### src/rtl/tx_poll_pkg.sv
package tx_poll_pkg;
  localparam int unsigned PRESCALE_DIV_DEF = 256;
  localparam int unsigned PER_W_DEF        = 8;
endpackage

### src/rtl/tx_poll_prescaler.sv
module tx_poll_prescaler #(
  parameter int unsigned DIV = tx_poll_pkg::PRESCALE_DIV_DEF
) (
  input  logic clk_i,
  input  logic rst_ni,
  input  logic clr_i,
  output logic tick_o
);
  generate
    if (DIV <= 1) begin : g_bypass
      assign tick_o = 1'b1;
    end else begin : g_count
      localparam int unsigned CW = $clog2(DIV);
      localparam logic [CW-1:0] LAST = CW'(DIV - 1);
      logic [CW-1:0] cnt_q;

      always_ff @(posedge clk_i or negedge rst_ni) begin
        if (!rst_ni)             cnt_q <= '0;
        else if (clr_i)          cnt_q <= '0;
        else if (cnt_q == LAST)  cnt_q <= '0;
        else                     cnt_q <= cnt_q + CW'(1);
      end

      assign tick_o = (cnt_q == LAST);

      // the divider wraps to zero after every tick
      assert_tick_wrap_R3: assert property (@(posedge clk_i) disable iff (!rst_ni)
        tick_o |=> (cnt_q == '0));
      // a clear restarts the divider
      assert_clr_restart_R4: assert property (@(posedge clk_i) disable iff (!rst_ni)
        clr_i |=> (cnt_q == '0));
    end
  endgenerate
endmodule

### src/rtl/tx_poll_interval.sv
module tx_poll_interval #(
  parameter int unsigned PER_W = tx_poll_pkg::PER_W_DEF
) (
  input  logic             clk_i,
  input  logic             rst_ni,
  input  logic             clr_i,
  input  logic             tick_i,
  input  logic [PER_W-1:0] period_i,
  output logic             due_o
);
  logic [PER_W-1:0] ivl_q;
  logic             per_nz;

  assign per_nz = (period_i != '0);
  assign due_o  = tick_i && per_nz && (ivl_q == period_i - PER_W'(1));

  always_ff @(posedge clk_i or negedge rst_ni) begin
    if (!rst_ni)      ivl_q <= '0;
    else if (clr_i)   ivl_q <= '0;
    else if (due_o)   ivl_q <= '0;
    else if (tick_i && per_nz) ivl_q <= ivl_q + PER_W'(1);
  end

  // an interval only ends on a prescaler tick
  assert_due_on_tick_R3: assert property (@(posedge clk_i) disable iff (!rst_ni)
    due_o |-> tick_i);
  // no interval ends while the period is zero
  assert_no_due_off_R5: assert property (@(posedge clk_i) disable iff (!rst_ni)
    (period_i == '0) |-> !due_o);
endmodule

### src/rtl/tx_poll_arbiter.sv
module tx_poll_arbiter (
  input  logic clk_i,
  input  logic rst_ni,
  input  logic per_nz_i,
  input  logic wr_go_i,
  input  logic wr_zero_i,
  input  logic due_i,
  input  logic busy_i,
  input  logic own_i,
  input  logic ack_i,
  output logic chk_o,
  output logic req_o
);
  logic pend_q, req_q;

  assign chk_o = pend_q && per_nz_i && !busy_i;
  assign req_o = req_q;

  always_ff @(posedge clk_i or negedge rst_ni) begin
    if (!rst_ni)                pend_q <= 1'b0;
    else if (wr_zero_i)         pend_q <= 1'b0;
    else if (wr_go_i || due_i)  pend_q <= 1'b1;
    else if (chk_o)             pend_q <= 1'b0;
  end

  always_ff @(posedge clk_i or negedge rst_ni) begin
    if (!rst_ni)               req_q <= 1'b0;
    else if (chk_o && own_i)   req_q <= 1'b1;
    else if (ack_i)            req_q <= 1'b0;
  end

  // a waiting check leaves only by being issued or cancelled by a zero write
  assert_no_drop_R6: assert property (@(posedge clk_i) disable iff (!rst_ni)
    $fell(pend_q) |-> $past(chk_o || wr_zero_i));
  // the strobe never coincides with a busy engine
  assert_defer_busy_R6: assert property (@(posedge clk_i) disable iff (!rst_ni)
    busy_i |-> !chk_o);
  // a request only rises after a strobe that saw MAC ownership
  assert_req_source_R7: assert property (@(posedge clk_i) disable iff (!rst_ni)
    $rose(req_q) |-> $past(chk_o && own_i));
  // the request holds until acknowledged
  assert_req_hold_R7: assert property (@(posedge clk_i) disable iff (!rst_ni)
    (req_q && !ack_i) |=> req_q);
endmodule

### src/rtl/tx_poll_timer.sv
module tx_poll_timer #(
  parameter int unsigned PRESCALE_DIV = tx_poll_pkg::PRESCALE_DIV_DEF,
  parameter int unsigned PER_W        = tx_poll_pkg::PER_W_DEF
) (
  input  logic             clk_i,
  input  logic             rst_ni,
  input  logic             wr_en_i,
  input  logic [PER_W-1:0] wr_data_i,
  input  logic             desc_own_i,
  input  logic             tx_busy_i,
  input  logic             tx_ack_i,
  output logic             chk_o,
  output logic             tx_req_o,
  output logic             tx_en_o
);
  logic [PER_W-1:0] period_q;
  logic             per_nz, wr_go, wr_zero, tick, due, req_raw;

  always_ff @(posedge clk_i or negedge rst_ni) begin
    if (!rst_ni)      period_q <= '0;
    else if (wr_en_i) period_q <= wr_data_i;
  end

  assign per_nz  = (period_q != '0);
  assign wr_go   = wr_en_i && (wr_data_i != '0);
  assign wr_zero = wr_en_i && (wr_data_i == '0);

  tx_poll_prescaler #(.DIV(PRESCALE_DIV)) u_pre (
    .clk_i (clk_i), .rst_ni(rst_ni), .clr_i(wr_en_i), .tick_o(tick)
  );

  tx_poll_interval #(.PER_W(PER_W)) u_ivl (
    .clk_i (clk_i), .rst_ni(rst_ni), .clr_i(wr_en_i), .tick_i(tick),
    .period_i(period_q), .due_o(due)
  );

  tx_poll_arbiter u_arb (
    .clk_i   (clk_i),   .rst_ni   (rst_ni),
    .per_nz_i(per_nz),  .wr_go_i  (wr_go),   .wr_zero_i(wr_zero),
    .due_i   (due),     .busy_i   (tx_busy_i),
    .own_i   (desc_own_i), .ack_i (tx_ack_i),
    .chk_o   (chk_o),   .req_o    (req_raw)
  );

  // New frames only start while polling is on; an active frame keeps its enable.
  assign tx_req_o = req_raw && per_nz;
  assign tx_en_o  = per_nz || tx_busy_i;

  // a nonzero write is followed by a strobe when the engine is idle
  assert_wr_strobe_R2: assert property (@(posedge clk_i) disable iff (!rst_ni)
    wr_go ##1 !tx_busy_i |-> chk_o);
  // no start request while polling is off
  assert_no_req_off_R5: assert property (@(posedge clk_i) disable iff (!rst_ni)
    !per_nz |-> !tx_req_o);
  // an in-flight frame never loses its enable
  assert_busy_en_R8: assert property (@(posedge clk_i) disable iff (!rst_ni)
    tx_busy_i |-> tx_en_o);
endmodule

### config.mk
export PLATFORM = sky130hd
export DESIGN_NAME = tx_poll_timer
export DESIGN_NICKNAME = d
export VERILOG_FILES = /design/src/rtl/tx_poll_pkg.sv /design/src/rtl/tx_poll_prescaler.sv /design/src/rtl/tx_poll_interval.sv /design/src/rtl/tx_poll_arbiter.sv /design/src/rtl/tx_poll_timer.sv
export SDC_FILE = /design/constraint.sdc
export NUM_CORES = 1
export LEC_CHECK = 0
export BUFFER_PORTS_ARGS = -buffer_cell sky130_fd_sc_hd__buf_2
export CORE_MARGIN = 2
export CORE_UTILIZATION = 40
export DETAILED_ROUTE_END_ITERATION = 8
export PLACE_DENSITY = 0.59
export SLEW_MARGIN = 10
export SYNTH_ARGS = -nofsm -noshare
export SYNTH_HDL_FRONTEND = slang
export SYNTH_HIERARCHICAL = 1
export SYNTH_SLANG_ARGS = --single-unit
### constraint.sdc
create_clock -name clk_i -period 2.3 [get_ports clk_i]
set_clock_uncertainty 0.1 [all_clocks]
set_input_delay 0.23 -clock clk_i [delete_from_list [all_inputs] [get_ports clk_i]]
set_output_delay 0.23 -clock clk_i [all_outputs]
set_load 0.005 [all_outputs]
==> summary.txt, run 1 <==
CTS
  – CTS Buf Count: 3
  – Deepest level of the CTS H-tree: 1
  – Root buffer cell: sky130_fd_sc_hd__clkbuf_8
  – Insertion delay of the later-clocked pin in the worst-skew pair: 0.27 ns
  – CTS tree: built
  – Clock net sink count: 26
  – CTS clk-pin slew, worst paths: 0.09 ns
  – Worst-case clock buffer depth: 2

STA
  – Setup TNS: 0 ns
  – Count of endpoints failing setup in the final report: 0
  – Final hold violation count: 0
  – Transition time of the tightest slew-check pin: 0.588 ns
  – Timing-limited maximum frequency: between 0.4 and 0.5 GHz
  – Worst hold slack: about 0.11 ns
  – Number of pins with negative max-slew slack in the final report: 0
  – RSZ-0062 raised after global routing: false
  – Max-Slew Margin vs Limit: approximately 61%
  – Minimum period implied by the final worst setup slack: 2.18 ns
  – Final cycle utilization of the critical path: 94.7%

Global route
  – Layer with the highest usage after global routing: met2
  – Met2 track utilization from global routing: 30.8%
  – Wire length of the first global-routing pass: approximately 5.6 mm
  – Maximum number of pins on one net before global-route repair: 27
  – Initial antenna violation count: 0
  – Final global-route overflow total: 0
  – Met3 GRT Util: under 10%
  – Global routing usage summed across all routing layers: 16.9%
  – Global Route met1 Usage: 19.9%
  – Vias in the first global route: 1241

Setup path
  – RR Startpoint: period_q[1]
  – Critical Setup Path Class: flip-flop to flip-flop
  – Largest driver fanout on the critical path: 6
  – Beginning of the critical path: period_q[1]
  – Critical path data required time: 2.41 ns
  – Worst path arrival time: 2.29 ns
  – Crit path launch type: flip-flop
  – Crit path capture type: flip-flop

Power and ir drop
  – Max IR drop VDD: 0.429 mV
  – Total power of the final layout: 969 uW
  – Total power per unit cell area: 543 nW/um^2
  – LEAKAGE: 0.800 nW

Floorplanning
  – Initial Util: between 40% and 50%
  – Total number of placement rows: 22
  – Chip Height: between 60 and 70 um
  – Die outline area: 4330 um^2
  – Total I/O pin count: 17
  – Core area: 3660 um^2
  – Die Span X: 65.8 um

Logic synthesis
  – Area of the mapped netlist: about 1500 um^2
  – Yosys cell types: 40
  – Flip-flop and latch count after synthesis: 26
  – Cells after Synth: 154
  – Post-synthesis net count: 172
  – Main synth FF type: sky130_fd_sc_hd__dfrtp_1
  – Synth area leader: sky130_fd_sc_hd__dfrtp_1
  – Mean cell area of the mapped netlist: 9.91 um^2
  – Number of warnings reported in the yosys synthesis log: 6
  – Share of the synthesized area in the top cell type: a little over two fifths
  – Fraction of the yosys area taken by sequential cells: 42.6%
  – Share of flip-flops with an asynchronous set or reset after synthesis: 100%
  – EDFF count, synth: 0
  – Most area-consuming cells after synthesis: sky130_fd_sc_hd__dfrtp_1, sky130_fd_sc_hd__mux2_2, sky130_fd_sc_hd__xor2_1

Drt
  – Number of antenna-violating nets in the routed design: 0
  – Average routed wire per standard cell: 14.6 um
  – Via-to-Cell Ratio: between 5 and 6
  – Remaining design rule violation count: 0
  – Post-Route WL: ~3.3 mm
  – Pre-antenna DRT Iters: 4
  – Initial detailed-routing violation count: slightly above 90
  – Total number of vias: 1225

Final layout
  – Core occupancy in the finished layout: roughly 49%
  – Final-layout fill cell count: 349
  – Total number of nets in the final design: between 150 and 200
  – Share of final-layout standard cells stronger than drive strength 1: 25.7%
  – Synthesis-to-finish area growth: 17.0%
  – Cell area after layout: 1790 um^2
  – Ant diodes: 0

Place
  – Half-perimeter wire length of the detailed placement result: 2.39 mm
  – Routability cong.: 0.786
  – Dpl cell area: 1690 um^2
  – Total of buffers placed on input and output ports: 16

Flow run
  – Number of maximum-capacitance constraint violations: 0

Worst hold path
  – HP Class: input port to flip-flop
  – Worst min-delay path startpoint: wr_data_i[5]

Run status
  – Result of the run: finished, final reports clean
[sequential cells by signal (all words and copies together), names as in the netlist]
name	count
period_q	8
u_arb/req_o	1
u_arb/pend_q	1
u_ivl/ivl_q	8
u_pre/g_count.cnt_q	8
[Yosys cell counts, drive strengths merged (3+ instances only)]
| cell type | n |
|---|---|
| dfrtp | 26 |
| nor2 | 15 |
| nand2 | 13 |
| xor2 | 10 |
| a21oi | 9 |
| mux2 | 8 |
| xnor2 | 7 |
| nand3 | 6 |
| nor4 | 6 |
| and3 | 5 |
| and2 | 4 |
| ha | 4 |
| nor3 | 4 |
| a21boi | 3 |
| inv | 3 |
| nand3b | 3 |
[power breakdown]
| group | switching, mW | total (mW) | internal [mW] |
|---|---|---|---|
| clock | 0.145 | 0.298 | 0.153 |
| combinational | 0.0794 | 0.159 | 0.0791 |
| sequential | 0.0332 | 0.513 | 0.480 |
[timing repair]
item,in CTS,in global routing
endpoints found under the hold margin,26,0
hold buffers,1,0
resized for setup,0,5
buffers inserted,0,1
endpoints found under the setup margin,0,8
[stage by stage]
stage / std cells / worst slack (ns)
final: 227 / 0.121
after floorplan: 154 / 0.283
after CTS: 226 / 0.0216
after detailed placement: 221 / 0.0422
after global placement: 221 / 0.0908
after global routing: 227 / 0.00799
[metal layers]
| layer | wire length (um) | share of wire [%] |
|---|---|---|
| met5 | 0 | 0 |
| met4 | 27 | 0.81 |
| met3 | 68 | 2.0 |
| met2 | 1710 | 51 |
| met1 | 1520 | 46 |
[worst max-delay path: stages, from the launching register on]
cell and delay [ns]:
sky130_fd_sc_hd__dfrtp_1 0.45, sky130_fd_sc_hd__inv_2 0.10, sky130_fd_sc_hd__ha_4 0.17, sky130_fd_sc_hd__xor2_1 0.16
sky130_fd_sc_hd__nor2_1 0.07, sky130_fd_sc_hd__o31ai_2 0.34, sky130_fd_sc_hd__and4b_1 0.26, sky130_fd_sc_hd__or2_2 0.34
sky130_fd_sc_hd__nor2_1 0.12
[cell usage in the layout (no fill, tap or decap), types with 6 or more instances in the layout]
cell type	instances
sky130_fd_sc_hd__dfrtp_1	26
sky130_fd_sc_hd__buf_2	16
sky130_fd_sc_hd__nor2_1	14
sky130_fd_sc_hd__nand2_1	13
sky130_fd_sc_hd__xor2_1	10
sky130_fd_sc_hd__mux2_2	8
sky130_fd_sc_hd__a21oi_1	8
sky130_fd_sc_hd__xnor2_1	7
sky130_fd_sc_hd__nand3_1	6
[logic make-up (layout without fill, tap and decap cells)]
group,Yosys count,count (layout),synth area share [%]
buf+inv,4,29,1.07
simple gates,70,70,25.8
compound gates,25,25,11.6
mux,8,8,5.90
fa+ha+maj,4,4,3.28
xor+xnor,17,17,9.75
flops,26,26,42.6
[area by class of cell]
class,count,area (um^2),share of cell area (%)
multi-input cells,124,881,49.3
flip-flops and latches,26,651,36.4
repair buffers,22,128,7.15
well taps,48,60.1,3.36
clock buffers,4,55.1,3.08
inverters,3,11.3,0.631
[path summary, 6_finish.rpt]
check,end,slack (ns),cells after the start
min reg2reg,u_pre/g_count.cnt_q[0],0.39,1
max reg2reg,u_ivl/ivl_q[4],0.12,8
min,period_q[5],0.11,2
min in group asynchronous,period_q[2],0.38,2
max,u_ivl/ivl_q[4],0.12,8
max in group asynchronous,u_pre/g_count.cnt_q[2],1.33,2
Note: power is estimated with default switching activity, not from simulation.
==> run 2: changes to the inputs <==
CORE_MARGIN = default   (was 2)
==> run 2 against run 1 <==
Via count shrank 1.1%. Hold slack lost 0.0021 ns. Maximum frequency grew 1.2%. Combinational power shrank 4%. Largest power group unchanged. Highest routed layer unchanged.
==> summary.txt, run 2 (synthesized netlist as in run 1, its figures left out) <==
Setup path
  – Crit path capture type: flip-flop (unchanged)
  – Register-to-Register Path Depth: 9 (was 8)
  – Category of cells accounting for the largest share of critical-path delay: simple AND/OR/NAND/NOR gates (unchanged)
  – Reg-to-reg slack, setup: 0.15 ns (was 0.12 ns)
  – Worst path arrival time: 2.22 ns (was 2.29 ns)
  – Series of cell instances along the critical path: ha_1 -> and4_4 -> nand2_1 -> nor2_2 -> nand3_1 -> nor4_2 -> and4b_1 -> or2_2 -> nor2_1 (was inv_2 -> ha_4 -> xor2_1 -> nor2_1 -> o31ai_2 -> and4b_1 -> or2_2 -> nor2_1)
  – Critical Setup Path Class: flip-flop to flip-flop (unchanged)
  – Peak per-stage delay on the critical path: 0.41 ns (was 0.45 ns)
  – RR Startpoint: u_pre/g_count.cnt_q[0] (was period_q[1])
  – Critical path data required time: 2.36 ns (was 2.41 ns)
  – Crit path launch type: flip-flop (unchanged)
  – Largest driver fanout on the critical path: 5 (was 6)
  – Critical-path cell with the highest stage delay: sky130_fd_sc_hd__dfrtp_1 (unchanged)
  – Worst Path Buf+Inv: 0 (was 1)
  – Capture instance of the worst register-to-register path: u_ivl/ivl_q[2] (was u_ivl/ivl_q[4])

Global route
  – Vias in the first global route: 1289 (was 1241)
  – Wire length of the first global-routing pass: 5.78 mm (was 5.64 mm)
  – Final global-route overflow total: 0 (unchanged)
  – Initial antenna violation count: 0 (unchanged)
  – Global routing usage summed across all routing layers: 18.0% (was 16.9%)
  – Maximum number of pins on one net before global-route repair: 27 (unchanged)

Final layout
  – Ant diodes: 0 (unchanged)
  – Core occupancy in the finished layout: 49.0% (was 48.8%)
  – Synthesis-to-finish area growth: 17.6% (was 17.0%)
  – Commonest cells after routing, fill and taps aside: sky130_fd_sc_hd__dfrtp_1, sky130_fd_sc_hd__buf_2, sky130_fd_sc_hd__nor2_1, sky130_fd_sc_hd__nand2_1, sky130_fd_sc_hd__xor2_1 (unchanged)
  – Total number of nets in the final design: 197 (was 198)
  – Cell area after layout: 1800 um^2 (was 1790 um^2)
  – Most frequent standard cell in the layout excluding fill and tap cells: sky130_fd_sc_hd__dfrtp_1 (unchanged)
  – Count of non-filler cells in the finished layout: 226 (was 227)
  – Largest registers in the final layout: period_q (8), u_ivl/ivl_q (8), u_pre/g_count.cnt_q (8) (unchanged)
  – Share of final-layout standard cells stronger than drive strength 1: 25.8% (was 25.7%)

Worst hold path
  – HP Class: input port to flip-flop (unchanged)
  – Worst Hold Depth: 2 (unchanged)
  – Worst min-delay path startpoint: wr_data_i[1] (was wr_data_i[5])
  – Worst hold path endpoint: period_q[1] (was period_q[5])

STA
  – Worst hold slack: 0.105 ns (was 0.108 ns)
  – Max-Slew Margin vs Limit: 59.8% (was 60.8%)
  – Number of pins with negative max-slew slack in the final report: 0 (unchanged)
  – Timing-limited maximum frequency: 0.464 GHz (was 0.459 GHz)
  – Final hold violation count: 0 (unchanged)
  – Minimum period implied by the final worst setup slack: 2.15 ns (was 2.18 ns)
  – Setup TNS: 0 ns (unchanged)
  – Transition time of the tightest slew-check pin: 0.603 ns (was 0.588 ns)
  – Final WS setup: 0.146 ns (was 0.121 ns)
  – RSZ-0062 raised after global routing: false (unchanged)
  – Final cycle utilization of the critical path: 93.6% (was 94.7%)
  – Count of endpoints failing setup in the final report: 0 (unchanged)

Floorplanning
  – Chip Height: 63.8 um (was 65.8 um)
  – Die outline area: 4070 um^2 (was 4330 um^2)
  – Total number of placement rows: 22 (unchanged)
  – Core area: 3660 um^2 (unchanged)
  – Die Span X: 63.8 um (was 65.8 um)
  – Initial Util: 41.7% (unchanged)
  – Total I/O pin count: 17 (unchanged)

Drt
  – Total number of vias: 1211 (was 1225)
  – Number of antenna-violating nets in the routed design: 0 (unchanged)
  – Remaining design rule violation count: 0 (unchanged)
  – Initial detailed-routing violation count: 84 (was 91)
  – Pre-antenna DRT Iters: 4 (unchanged)
  – Via-to-Cell Ratio: 5.36 (was 5.40)
  – Post-Route WL: 3.26 mm (was 3.32 mm)
  – Average routed wire per standard cell: 14.4 um (was 14.6 um)

Place
  – Routability cong.: 0.798 (was 0.786)
  – Total of buffers placed on input and output ports: 16 (unchanged)
  – Cell total after placement: 221 (unchanged)
  – Half-perimeter wire length of the detailed placement result: 2.38 mm (was 2.39 mm)
  – Dpl cell area: 1690 um^2 (unchanged)
  – Post-place setup slack: 0.0254 ns (was 0.0422 ns)

Power and ir drop
  – LEAKAGE: 0.801 nW (was 0.800 nW)
  – Total power per unit cell area: 581 nW/um^2 (was 543 nW/um^2)
  – Max IR drop VDD: 0.356 mV (was 0.429 mV)
  – Total power of the final layout: 1.04 mW (was 969 uW)

CTS
  – Post-CTS setup buffer count: 0 (unchanged)
  – Worst-case clock buffer depth: 2 (unchanged)
  – CTS Buf Count: 3 (unchanged)
  – Insertion delay of the later-clocked pin in the worst-skew pair: 0.27 ns (about the same)
  – Clock net sink count: 26 (unchanged)
  – Deepest level of the CTS H-tree: 1 (unchanged)
  – Root buffer cell: sky130_fd_sc_hd__clkbuf_8 (unchanged)
  – CTS tree: built (unchanged)
  – CTS clk-pin slew, worst paths: 0.09 ns (about the same)

Flow run
  – Number of maximum-capacitance constraint violations: 0 (unchanged)

Run status
  – Result of the run: finished, final reports clean (unchanged)
==> run 2: timing repair <==
| action | CTS | global route |
|---|---|---|
| endpoints found under the setup margin | 0 | 9 |
| gates resized for setup | 0 | 6 |
| hold buffers | 1 | 0 |
| hold endpoints to repair | 26 | 0 |
==> run 2: layout make-up <==
cell class                      count  area [um^2]
Sequential cell                    26          652
Inverter                            3         11.3
Timing Repair Buffer               21          120
Multi-Input combinational cell    124          881
Clock inverter                      1         30.0
Clock buffer                        3         41.3
Fill cell                         340         1870
Tap cell                           48         60.1
==> run 2: metal layers <==
metal	routed length [um]	global-route usage, %	part of all wire, %
met1	1520	22.3	47
met2	1630	32.2	50
met3	84	3.75	2.6
met5	0	0	0
met4	18	3.41	0.55
==> run 2: power by group <==
part	switching, mW	internal (mW)
Sequential	0.0332	0.480
Combinational	0.0771	0.0754
Clock	0.144	0.233
==> run 2: worst max-delay path by stage <==
stage	start	end	slack (ns)	cells past startpoint
6_report	u_pre/g_count.cnt_q[0]	u_ivl/ivl_q[2]	0.15	9
3_3_place_gp	period_q[1]	u_ivl/ivl_q[6]	0.08	8
5_1_grt	u_pre/g_count.cnt_q[0]	u_ivl/ivl_q[2]	0.002	9
4_1_cts	period_q[1]	u_ivl/ivl_q[2]	0.001	8
2_1_floorplan	period_q[0]	u_ivl/ivl_q[6]	0.28	8
3_5_place_dp	period_q[1]	u_ivl/ivl_q[6]	0.03	8
==> run 2: worst register-to-register path, cell delays in order, from the launching register on <==
cell and delay, ns:
sky130_fd_sc_hd__dfrtp_1 0.41, sky130_fd_sc_hd__ha_1 0.20, sky130_fd_sc_hd__and4_4 0.25, sky130_fd_sc_hd__nand2_1 0.07
sky130_fd_sc_hd__nor2_2 0.13, sky130_fd_sc_hd__nand3_1 0.11, sky130_fd_sc_hd__nor4_2 0.26, sky130_fd_sc_hd__and4b_1 0.28
sky130_fd_sc_hd__or2_2 0.18, sky130_fd_sc_hd__nor2_1 0.06
